--- config.mk ---
export PLATFORM = sky130hd
export DESIGN_NAME = sar_sequencer
export DESIGN_NICKNAME = d
export VERILOG_FILES = /design/src/rtl/sar_pkg.sv /design/src/rtl/sar_tick_gen.sv /design/src/rtl/sar_phase_ctrl.sv /design/src/rtl/sar_search.sv /design/src/rtl/sar_sequencer.sv
export SDC_FILE = /design/constraint.sdc
export NUM_CORES = 1
export LEC_CHECK = 0
export BUFFER_PORTS_ARGS = -buffer_cell sky130_fd_sc_hd__clkbuf_2
export CORE_MARGIN = 3
export CORE_UTILIZATION = 30
export CTS_CLUSTER_SIZE = 20
export DETAILED_ROUTE_END_ITERATION = 8
export SLEW_MARGIN = 20
export SYNTH_ARGS = -nofsm -noshare
export SYNTH_HDL_FRONTEND = slang
export SYNTH_HIERARCHICAL = 1
export SYNTH_SLANG_ARGS = --single-unit
--- constraint.sdc ---
create_clock -name clk -period 5.5 [get_ports clk]
set_input_delay 1.1 -clock clk [delete_from_list [all_inputs] [get_ports clk]]
set_output_delay 1.1 -clock clk [all_outputs]
set_load 0.01 [all_outputs]
--- src/rtl/sar_pkg.sv ---
// Shared types for the conversion sequencer.
// Assumes nothing beyond a two-bit phase encoding.
package sar_pkg;
    typedef enum logic [1:0] {
        PH_IDLE = 2'd0,
        PH_LOAD = 2'd1,
        PH_HOLD = 2'd2,
        PH_CONV = 2'd3
    } sar_phase_e;
endpackage

--- src/rtl/sar_tick_gen.sv ---
// Prescaler that produces the step enable for the sequencer.
// Assumes PRESCALE >= 1. The count restarts on clr, so a new conversion
// always gets a full first step.
module sar_tick_gen #(
    parameter int PRESCALE = 1
) (
    input  logic clk,
    input  logic rst_n,
    input  logic clr,
    output logic tick
);
    localparam int PS_W = (PRESCALE > 1) ? $clog2(PRESCALE) : 1;

    logic [PS_W-1:0] cnt;

    assign tick = (cnt == PS_W'(PRESCALE - 1));

    // Count prescaler cycles; wrap on tick and restart on clr.
    always_ff @(posedge clk) begin
        if (!rst_n)
            cnt <= '0;
        else if (clr || tick)
            cnt <= '0;
        else
            cnt <= cnt + 1'b1;
    end
endmodule

--- src/rtl/sar_phase_ctrl.sv ---
// Phase controller: load window, hold window, then one step per result bit.
// Assumes 0 < LOAD_CYC < SAMPLE_CYC. A go input restarts from the load
// phase in any state. done pulses with the final bit step.
module sar_phase_ctrl
    import sar_pkg::*;
#(
    parameter int DATA_W     = 8,
    parameter int LOAD_CYC   = 2,
    parameter int SAMPLE_CYC = 4,
    localparam int BIT_W     = $clog2(DATA_W)
) (
    input  logic             clk,
    input  logic             rst_n,
    input  logic             tick,
    input  logic             go,
    output sar_phase_e       phase,
    output logic [BIT_W-1:0] bit_idx,
    output logic             done
);
    localparam int SC_W = $clog2(SAMPLE_CYC + 1);

    logic [SC_W-1:0] cnt;

    assign done = tick && (phase == PH_CONV) && (bit_idx == '0);

    // Move through the phases on each tick; go wins over everything else.
    always_ff @(posedge clk) begin
        if (!rst_n) begin
            phase   <= PH_IDLE;
            cnt     <= '0;
            bit_idx <= '0;
        end else if (go) begin
            phase   <= PH_LOAD;
            cnt     <= '0;
            bit_idx <= BIT_W'(DATA_W - 1);
        end else if (tick) begin
            case (phase)
                PH_LOAD: begin
                    cnt <= cnt + 1'b1;
                    if (cnt == SC_W'(LOAD_CYC - 1))
                        phase <= PH_HOLD;
                end
                PH_HOLD: begin
                    if (cnt == SC_W'(SAMPLE_CYC - 1)) begin
                        phase <= PH_CONV;
                        cnt   <= '0;
                    end else begin
                        cnt <= cnt + 1'b1;
                    end
                end
                PH_CONV: begin
                    if (bit_idx == '0)
                        phase <= PH_IDLE;
                    else
                        bit_idx <= bit_idx - 1'b1;
                end
                default: ;
            endcase
        end
    end
endmodule

--- src/rtl/sar_search.sv ---
// Binary-search register with the result and interrupt flag.
// Assumes bit_idx counts down from DATA_W-1 while conv is high, and that
// clr arrives at every conversion start.
module sar_search #(
    parameter int DATA_W = 8,
    localparam int BIT_W = $clog2(DATA_W)
) (
    input  logic              clk,
    input  logic              rst_n,
    input  logic              tick,
    input  logic              clr,
    input  logic              conv,
    input  logic [BIT_W-1:0]  bit_idx,
    input  logic              cmp,
    input  logic              done,
    input  logic              irq_clr,
    output logic [DATA_W-1:0] trial,
    output logic [DATA_W-1:0] result,
    output logic              irq
);
    logic [DATA_W-1:0] acc;
    logic [DATA_W-1:0] acc_nxt;

    // Accumulator with the current bit set to the comparator decision.
    always_comb begin
        acc_nxt          = acc;
        acc_nxt[bit_idx] = cmp;
    end

    assign trial = conv ? (acc | (DATA_W'(1) << bit_idx)) : '0;

    // Store one decision per search step; clear on a new start.
    always_ff @(posedge clk) begin
        if (!rst_n)
            acc <= '0;
        else if (clr)
            acc <= '0;
        else if (tick && conv)
            acc <= acc_nxt;
    end

    // Capture the result and raise the request at completion; a set beats a clear.
    always_ff @(posedge clk) begin
        if (!rst_n) begin
            result <= '0;
            irq    <= 1'b0;
        end else begin
            if (done)
                result <= acc_nxt;
            if (done)
                irq <= 1'b1;
            else if (irq_clr)
                irq <= 1'b0;
        end
    end
endmodule

--- src/rtl/sar_sequencer.sv ---
// Top of the successive-approximation sequencer: latches the channel and the
// reference steps at start, then runs the phase controller and search register.
// Assumes cmp_i settles within one cycle of trial_o changing.
module sar_sequencer
    import sar_pkg::*;
#(
    parameter int DATA_W     = 8,
    parameter int CH_CNT     = 8,
    parameter int REF_W      = 4,
    parameter int LOAD_CYC   = 2,
    parameter int SAMPLE_CYC = 4,
    parameter int PRESCALE   = 1,
    localparam int CH_W      = $clog2(CH_CNT)
) (
    input  logic              clk,
    input  logic              rst_n,
    input  logic              start_i,
    input  logic [CH_W-1:0]   chan_i,
    input  logic              cont_i,
    input  logic [REF_W-1:0]  ref_hi_i,
    input  logic [REF_W-1:0]  ref_lo_i,
    input  logic              cmp_i,
    input  logic              irq_clr_i,
    output logic              busy_o,
    output logic              load_o,
    output logic              sample_o,
    output logic [CH_W-1:0]   chan_sel_o,
    output logic [DATA_W-1:0] trial_o,
    output logic [REF_W-1:0]  ref_hi_o,
    output logic [REF_W-1:0]  ref_lo_o,
    output logic [DATA_W-1:0] result_o,
    output logic              irq_o
);
    localparam int BIT_W = $clog2(DATA_W);

    sar_phase_e       phase;
    logic [BIT_W-1:0] bit_idx;
    logic             done;
    logic             tick;
    logic             go;

    assign go = start_i || (done && cont_i);

    sar_tick_gen #(.PRESCALE(PRESCALE)) u_tick (
        .clk   (clk),
        .rst_n (rst_n),
        .clr   (go),
        .tick  (tick)
    );

    sar_phase_ctrl #(
        .DATA_W     (DATA_W),
        .LOAD_CYC   (LOAD_CYC),
        .SAMPLE_CYC (SAMPLE_CYC)
    ) u_phase (
        .clk     (clk),
        .rst_n   (rst_n),
        .tick    (tick),
        .go      (go),
        .phase   (phase),
        .bit_idx (bit_idx),
        .done    (done)
    );

    sar_search #(.DATA_W(DATA_W)) u_search (
        .clk     (clk),
        .rst_n   (rst_n),
        .tick    (tick),
        .clr     (go),
        .conv    (phase == PH_CONV),
        .bit_idx (bit_idx),
        .cmp     (cmp_i),
        .done    (done),
        .irq_clr (irq_clr_i),
        .trial   (trial_o),
        .result  (result_o),
        .irq     (irq_o)
    );

    // Sample the channel and reference steps at each conversion start.
    always_ff @(posedge clk) begin
        if (!rst_n) begin
            chan_sel_o <= '0;
            ref_hi_o   <= '0;
            ref_lo_o   <= '0;
        end else if (go) begin
            chan_sel_o <= chan_i;
            ref_hi_o   <= ref_hi_i;
            ref_lo_o   <= ref_lo_i;
        end
    end

    assign busy_o   = (phase != PH_IDLE);
    assign load_o   = (phase == PH_LOAD);
    assign sample_o = (phase == PH_LOAD) || (phase == PH_HOLD);
endmodule

==> run_results.csv, run 1 <==
group,metric,value,unit
synthesis,yosys_warnings,6,
clock_network,cts_setup_buffers,0,
sta,tightest_slew,0.6664,ns
grt,grt_usage,0.1129,
placement,place_congestion,0.7839,
routing,drt-total-wl,3971,um
grt,grt_antenna_before_repair,0,
sta,tns,0,ns
floorplanning,ios,48,
clock_network,clk_pin_slew,0.08,ns
sta,holdWs,0.4664,ns
grt,grt_pass1_wl,6727,um
synthesis,seq_area_frac_synth,0.3872,
finish,diodes,0,
sta,timing.fmax,360.7,MHz
floorplanning,coreArea,6061,sq um
finish,nets,284,
synthesis,syn_area,1913,sq um
sta,grt_setup_unrepaired,"false",
finish,n_fill_cell,641,
grt,grt_max_degree,39,
worst_setup_path,crit_arrival,2.98,ns
clock_network,cts_tree,"yes",
power,ir_worst_vdd,0.1803,mV
routing,post-route-drc-count,0,
worst_setup_path,cp-start-kind,"register",
worst_hold_path,hp-class,"register to register",
synthesis,ys_ff_latch,37,
routing,antenna_left,0,
sta,finClkSkew,0.005003,ns
synthesis,syn_inst,209,
placement,dp_hpwl,2887,um
sta,setup_viol,0,
routing,vias,1541,
clock_network,clock-sinks,37,
floorplanning,die-width,85.86,um
synthesis,synth_flop_cell,"dfxtp_1",
floorplanning,start_util,0.3156,
placement,port_buffers,47,
floorplanning,chipHeight,85.86,um
clock_network,cts.hold.buffers_added,0,
synthesis,synthArstFlopShare,0,
sta,slew_violations,0,
routing,dr.pass1.iters,4,
clock_network,clk_latency,0.29,ns
synthesis,synth-edff-count,0,
routing,drt_iter0_markers,75,
grt,grt_pass1_vias,1440,
status,status,"finished clean",
sta,finalCritPeriodShare,0.5041,
clock_network,htree_num_levels,2,
finish,drive_gt1_frac,0.2656,
routing,wl_per_cell,12.00,um
worst_setup_path,critical_path.max_fanout,18,
worst_setup_path,worstSetupPathType,"register to register",
sta,min_period,2.773,ns
power,p_leak,1.074,nW
clock_network,cts_resized,0,
routing,avgViaCountPerCell,4.656,
floorplanning,rows,28,
power,power_density,260.8,nW/um^2
worst_setup_path,crit_path_end_kind,"register",
sta,hold_violations,0,
clock_network,cts_root_buffer,"clkbuf_8",
synthesis,synth_cell_types,39,
clock_network,numCtsBuffers,5,
grt,grt_overflow,0,
synthesis,syn_avg_cell_area,9.154,sq um
floorplanning,dieArea,7371,sq um
sta,slew_headroom,0.5557,
finish,syn2layout_area_growth,20.67,%
flow_run,drv_cap,0,
worst_setup_path,cp.required,5.70,ns
synthesis,syn_nets,238,
clock_network,clockBufferDepth,2,
[cells in the final DEF (no fill, tap or decap), drive strengths merged, types with 2 or more instances in the layout]
cell    count
a21oi      12
nor3b       3
nand2      41
o21a       11
mux2i      28
o21ai      11
dfxtp      37
and3b       3
nor3        4
ha         12
xnor2       2
nand3       2
clkbuf     53
nor2        6
nand2b      2
inv        13
[Yosys cell counts (2+ instances only)]
cell type	n	share of area
nand2_1	40	0.078
dfxtp_1	37	0.39
mux2i_1	28	0.15
inv_1	13	0.026
ha_1	12	0.078
a21oi_1	11	0.029
o21a_1	11	0.043
o21ai_0	10	0.026
nor2_1	6	0.012
buf_2	4	0.010
nor3_1	3	0.0078
nor3b_2	3	0.020
and3b_2	2	0.010
nand2b_1	2	0.0065
nand3_1	2	0.0052
xnor2_1	2	0.0092
[through the flow]
| stage | power (mW) | cells | worst slack (ns) | instance area, sq um | util |
|---|---|---|---|---|---|
| floorplan | 0.3404 | 209 | 3.322 | 1913 | - |
| global placement | 0.3622 | 323 | 2.660 | 2186 | 0.3607 |
| detailed placement | 0.3633 | 323 | 2.545 | 2186 | 0.3607 |
| CTS | 0.6097 | 331 | 2.527 | 2306 | 0.3805 |
| global route | 0.6290 | 331 | 2.391 | 2308 | 0.3809 |
| finish | 0.6020 | 331 | 2.727 | 2308 | 0.3809 |
[report_power, final]
| group | internal, mW | total (mW) | leakage (nW) | switching, mW |
|---|---|---|---|---|
| Combinational | 0.0312 | 0.0698 | 0.714 | 0.0386 |
| Clock | 0.147 | 0.245 | 0.0574 | 0.0980 |
| Sequential | 0.277 | 0.287 | 0.302 | 0.0101 |
[sequential cells by signal, summed over array words and instances (netlist names)]
name and cells:
chan_sel_o 3, ref_hi_o 4, ref_lo_o 4, u_phase/bit_idx 3
u_phase/cnt 3, u_phase/phase 2, u_search/acc 8, u_search/irq 1
u_search/result 8, u_tick/cnt 1
[path summary, 6_finish.rpt]
kind / start / end / slack [ns] / depth (start not counted)
min: chan_sel_o[1] / chan_sel_o[1] / 0.47 / 2
max reg2reg: u_phase/bit_idx[0] / u_search/acc[3] / 2.73 / 9
max: u_phase/bit_idx[0] / u_search/acc[3] / 2.73 / 9
min reg2reg: chan_sel_o[1] / chan_sel_o[1] / 0.47 / 2
[per-layer routing]
| layer | up-vias | share of wire | track usage |
|---|---|---|---|
| met5 | - | 0 | 0 |
| met4 | 0 | 0.016 | 0.04460 |
| met3 | 5 | 0.054 | 0.02882 |
| met2 | 43 | 0.42 | 0.1660 |
| met1 | 691 | 0.51 | 0.1576 |
| li1 | 802 | - | - |
[worst max-delay path, stage by stage, from the launching register on]
cell      delay (ns)
dfxtp_1         0.54
inv_1           0.12
ha_1            0.21
nand2b_1        0.14
nor2_2          0.16
a21oi_4         0.46
inv_1           0.21
and2b_1         0.44
nand2_2         0.20
o31ai_1         0.20
[kinds of logic (layout without fill, tap and decap cells)]
group,after synthesis,after routing,share of synthesized area
xor gates and xnor gates,2,2,0.009158
and+or+nand+nor,68,68,0.1825
muxes,29,29,0.1543
adders and majority gates,12,12,0.07848
AOI/OAI and AO/OA,39,39,0.1315
DFF,37,37,0.3872
buffers and inverters,21,68,0.05494
other,1,1,0.001960
[cell type report]
class	count	area (sq um)	area share
Multi-Input combinational cell	151	1070	0.4634
Inverter	13	48.80	0.02114
Clock buffer	6	82.58	0.03577
Sequential cell	37	740.7	0.3209
Timing Repair Buffer	47	235.2	0.1019
Tap cell	75	93.84	0.04065
Clock inverter	2	37.54	0.01626
Power figures use the tool's default switching activity.
==> inputs of run 2 (changes only) <==
clock period = 2.9 ns   (was 5.5 ns; I/O delays follow)
==> run_results.csv, run 2 (synthesis results as in run 1) <==
group,metric,value,unit
flow_run,drv_cap,0,
routing,drt-total-wl,3980,um
clock_network,cts_setup_buffers,0,
worst_hold_path,hp-start,"ref_lo_o[0]",
worst_setup_path,cp.buffers_inverters,2,
routing,met3_length,189,um
status,status,"finished clean",
worst_setup_path,cp_cell_sequence,"inv_1, ha_1, nand2b_1, nor2_1, a21oi_4, inv_1, and2b_1, nand2_2, o31ai_1",
placement,dp_hpwl,2907,um
clock_network,cts_tree,"yes",
routing,wl_met2,1688,um
grt,grt_antenna_before_repair,0,
sta,setup_ws,0.6641,ns
power,power,1.136,mW
sta,finalCritPeriodShare,0.7710,
worst_setup_path,ff2ff_setup_slack,0.66,ns
clock_network,numCtsBuffers,5,
routing,post-route-drc-count,0,
floorplanning,start_util,0.3156,
floorplanning,rows,28,
finish,syn2layout_area_growth,21.12,%
routing,dr.pass1.iters,5,
grt,grt_overflow,0,
floorplanning,die-width,85.86,um
routing,drt_iter0_markers,66,
worst_setup_path,crit_top_cell,"inv_1",
finish,nets,286,
finish,final_cell_mix,"clkbuf_2, nand2_1, dfxtp_1",
worst_hold_path,holdPathEnd,"ref_lo_o[0]",
worst_setup_path,max_stage_delay,0.53,ns
power,power_density,490.2,nW/um^2
sta,slew_violations,0,
routing,vias,1553,
floorplanning,ios,48,
placement,place_congestion,0.7763,
routing,wl_met1,2038,um
worst_setup_path,r2r_start,"u_phase/bit_idx[0]",
worst_setup_path,worstSetupPathType,"register to register",
sta,finClkSkew,0.006908,ns
placement,dpl-instance-area,2201,sq um
worst_setup_path,critical_path.max_fanout,10,
clock_network,clockBufferDepth,2,
sta,tightest_slew,0.6582,ns
sta,timing.fmax,447.2,MHz
sta,slew_headroom,0.5612,
floorplanning,chipHeight,85.86,um
finish,n_fill_cell,640,
worst_setup_path,slowest_stage,"dfxtp_1",
grt,grt_pass1_vias,1461,
sta,min_period,2.236,ns
grt,grt_usage,0.1147,
worst_setup_path,reg2reg_depth,9,
routing,top_layer,"met4",
finish,diodes,0,
clock_network,clock-sinks,37,
placement,dp_slack,0.7090,ns
routing,antenna_left,0,
worst_setup_path,crit_arrival,2.44,ns
worst_setup_path,crit_path_end_kind,"register",
routing,wl_per_cell,11.95,um
finish,design_area,2317,sq um
finish,top_regs,"u_search/acc (8), u_search/result (8)",
worst_hold_path,hp-class,"register to register",
power,p_leak,1.085,nW
finish,final_common_cell,"clkbuf_2",
placement,port_buffers,47,
routing,avgViaCountPerCell,4.664,
grt,grt_pass1_wl,6727,um
worst_setup_path,r2r-end,"u_search/acc[3]",
clock_network,htree_num_levels,2,
clock_network,cts.hold.buffers_added,0,
clock_network,clk_pin_slew,0.07,ns
grt,grt_max_degree,39,
worst_setup_path,cp.required,3.11,ns
finish,final_core_util,0.3823,
clock_network,clk_latency,0.29,ns
worst_hold_path,hold_depth,2,
floorplanning,coreArea,6061,sq um
sta,hold_violations,0,
finish,drive_gt1_frac,0.2636,
clock_network,cts_resized,0,
sta,tns,0,ns
worst_setup_path,crit_family,"simple AND/OR/NAND/NOR gates",
floorplanning,dieArea,7371,sq um
worst_setup_path,cp-start-kind,"register",
sta,setup_viol,0,
clock_network,cts_root_buffer,"clkbuf_8",
sta,grt_setup_unrepaired,"false",
power,ir_worst_vdd,0.2567,mV
## run 2: cell type report
class,instances,area [sq um],share of cell area
Multi-Input combinational cell,151,1067,0.4606
Sequential cell,37,740.7,0.3197
Timing Repair Buffer,49,250.2,0.1080
Tap cell,75,93.84,0.04050
Clock buffer,7,86.33,0.03726
Inverter,13,48.80,0.02106
Clock inverter,1,30.03,0.01296
## run 2: worst max path at each step
stage                       start         endpoint  slack (ns)  depth (start not counted)
2_1_floorplan    u_phase/phase[0]  u_search/acc[0]        0.77                         10
3_3_place_gp   u_phase/bit_idx[0]  u_search/acc[3]        0.79                          9
3_5_place_dp   u_phase/bit_idx[0]  u_search/acc[3]        0.71                          9
4_1_cts        u_phase/bit_idx[0]  u_search/acc[3]        0.67                          9
5_1_grt        u_phase/bit_idx[0]  u_search/acc[3]        0.44                          9
6_report       u_phase/bit_idx[0]  u_search/acc[3]        0.66                          9
## run 2: power by group
| part | switching, mW | internal (mW) | total (mW) | leakage [nW] |
|---|---|---|---|---|
| combinational | 0.0734 | 0.0598 | 0.133 | 0.725 |
| clock | 0.179 | 0.280 | 0.459 | 0.0585 |
| sequential | 0.0189 | 0.525 | 0.544 | 0.302 |
| total | 0.271 | 0.865 | 1.14 | 1.09 |
## run 2: worst reg2reg max path, delay by kind of cell (launching register included)
family / cells / cell delay, ns
compound gates: 2 / 0.35
flops: 1 / 0.53
fa+ha+maj: 1 / 0.22
buf+inv: 2 / 0.24
simple gates: 4 / 0.81
## run 2: metrics by stage
step	hold slack [ns]	instances
after floorplan	0.4511	209
after global placement	0.4450	325
after CTS	0.4682	333
after global routing	0.4847	333
final	0.4644	333
after detailed placement	0.4536	325
## run 2: routing by layer
layer | global-route usage | vias up
met5 | 0 | -
met4 | 0.04604 | 0
met3 | 0.03170 | 5
met2 | 0.1653 | 39
met1 | 0.1613 | 703
li1 | - | 806
==> inputs of run 3 (changes only) <==
clock period = 2.2 ns   (was 2.9 ns; I/O delays follow)
==> run_results.csv, run 3 (synthesis results as in run 1) <==
group,metric,value,unit
finish,design_area,2332,sq um
routing,avgViaCountPerCell,4.574,
sta,holdWs,0.3696,ns
clock_network,cts.hold.buffers_added,0,
finish,diodes,0,
finish,final_common_cell,"clkbuf_2",
clock_network,clk_pin_slew,0.08,ns
floorplanning,die-width,85.86,um
sta,tns,0,ns
grt,grt_overflow,0,
grt,grt_pass1_wl,7051,um
sta,setup_ws,0.2186,ns
clock_network,cts_tree,"yes",
floorplanning,start_util,0.3156,
worst_setup_path,cp.required,1.76,ns
sta,min_period,1.981,ns
sta,slew_violations,0,
clock_network,cts_setup_buffers,0,
worst_hold_path,hp-class,"input port to register",
placement,place_inst,330,
sta,finClkSkew,0.006719,ns
routing,wl_met2,1742,um
routing,top_layer,"met4",
power,power_density,589.2,nW/um^2
sta,setup_viol,0,
worst_setup_path,critical_path.max_fanout,10,
finish,nets,291,
clock_network,clock-sinks,37,
sta,finalCritPeriodShare,0.9006,
grt,grt_max_degree,35,
finish,final_cell_mix,"clkbuf_2, nand2_1, dfxtp_1",
flow_run,drv_cap,0,
floorplanning,dieArea,7371,sq um
placement,dp_hpwl,3009,um
routing,dr.pass1.iters,4,
finish,final_core_util,0.3848,
routing,drt_iter0_markers,57,
routing,drt-total-wl,3982,um
finish,syn2layout_area_growth,21.91,%
worst_setup_path,crit_arrival,1.54,ns
finish,drive_gt1_frac,0.2852,
power,p_leak,1.085,nW
routing,met3_length,142,um
worst_setup_path,worstSetupPathType,"register to output port",
grt,grt_usage,0.1186,
routing,antenna_left,0,
finish,final_cells,338,
power,ir_worst_vdd,0.3751,mV
worst_setup_path,max_stage_delay,0.37,ns
floorplanning,chipHeight,85.86,um
placement,place_congestion,0.8130,
routing,wl_met1,2040,um
clock_network,htree_num_levels,2,
finish,top_regs,"u_search/acc (8), u_search/result (8)",
worst_setup_path,slowest_stage,"ha_1",
clock_network,cts_root_buffer,"clkbuf_8",
worst_setup_path,crit_path_end_kind,"output port",
power,power,1.374,mW
sta,timing.fmax,504.7,MHz
sta,grt_setup_unrepaired,"false",
worst_setup_path,cp_cell_sequence,"buf_4, ha_1, a21boi_0, clkbuf_2",
worst_setup_path,cp-start-kind,"register",
sta,hold_violations,0,
placement,dp_slack,0.2262,ns
routing,post-route-drc-count,0,
routing,vias,1546,
clock_network,clk_latency,0.29,ns
routing,wl_per_cell,11.78,um
clock_network,clockBufferDepth,2,
placement,port_buffers,47,
status,status,"finished clean",
grt,grt_pass1_vias,1517,
clock_network,numCtsBuffers,5,
floorplanning,coreArea,6061,sq um
placement,dpl-instance-area,2238,sq um
clock_network,cts_resized,0,
grt,grt_antenna_before_repair,0,
floorplanning,rows,28,
floorplanning,ios,48,
run 3: cell count changes in the layout (fill, tap and decap cells not counted), sizes merged:
cell / previous run / this run
buf: 2 / 7
bufinv: 1 / 0
clkbuf: 54 / 52
clkinvlp: 0 / 3
run 3: power breakdown:
part	switching, mW	internal [mW]
Clock	0.249	0.222
Combinational	0.109	0.0877
Sequential	0.0148	0.692
Total	0.373	1.00
run 3: area by class of cell:
| type | count | area, sq um |
|---|---|---|
| Inverter | 13 | 48.80 |
| Fill cell | 612 | 3729 |
| Sequential cell | 37 | 740.7 |
| Multi-Input combinational cell | 151 | 1070 |
| Timing Repair Buffer | 54 | 287.8 |
| Clock inverter | 3 | 22.52 |
| Clock buffer | 5 | 68.82 |
| Tap cell | 75 | 93.84 |
run 3: path summary, 6_finish.rpt:
check	start	endpoint	slack, ns	cells after the start
worst min register to register	ref_lo_o[0]	ref_lo_o[0]	0.46	2
worst max register to register	u_phase/bit_idx[2]	u_search/acc[3]	0.24	7
worst max-delay path	u_phase/phase[0]	trial_o[3]	0.22	4
worst min-delay path	ref_lo_i[3]	ref_lo_o[3]	0.37	3
run 3: metal layers:
metal / GRT usage / vias up
li1: - / 811
met1: 0.1668 / 695
met2: 0.1766 / 35
met3: 0.02786 / 5
met4: 0.04317 / 0
met5: 0 / -
run 3: worst max-delay path, delay by kind of cell (launching register included):
kind	cells	cell delay (ns)
buffers and inverters	2	0.32
adder cells (fa/ha/maj)	1	0.37
flip-flops	1	0.34
AO/OA/AOI/OAI	1	0.23
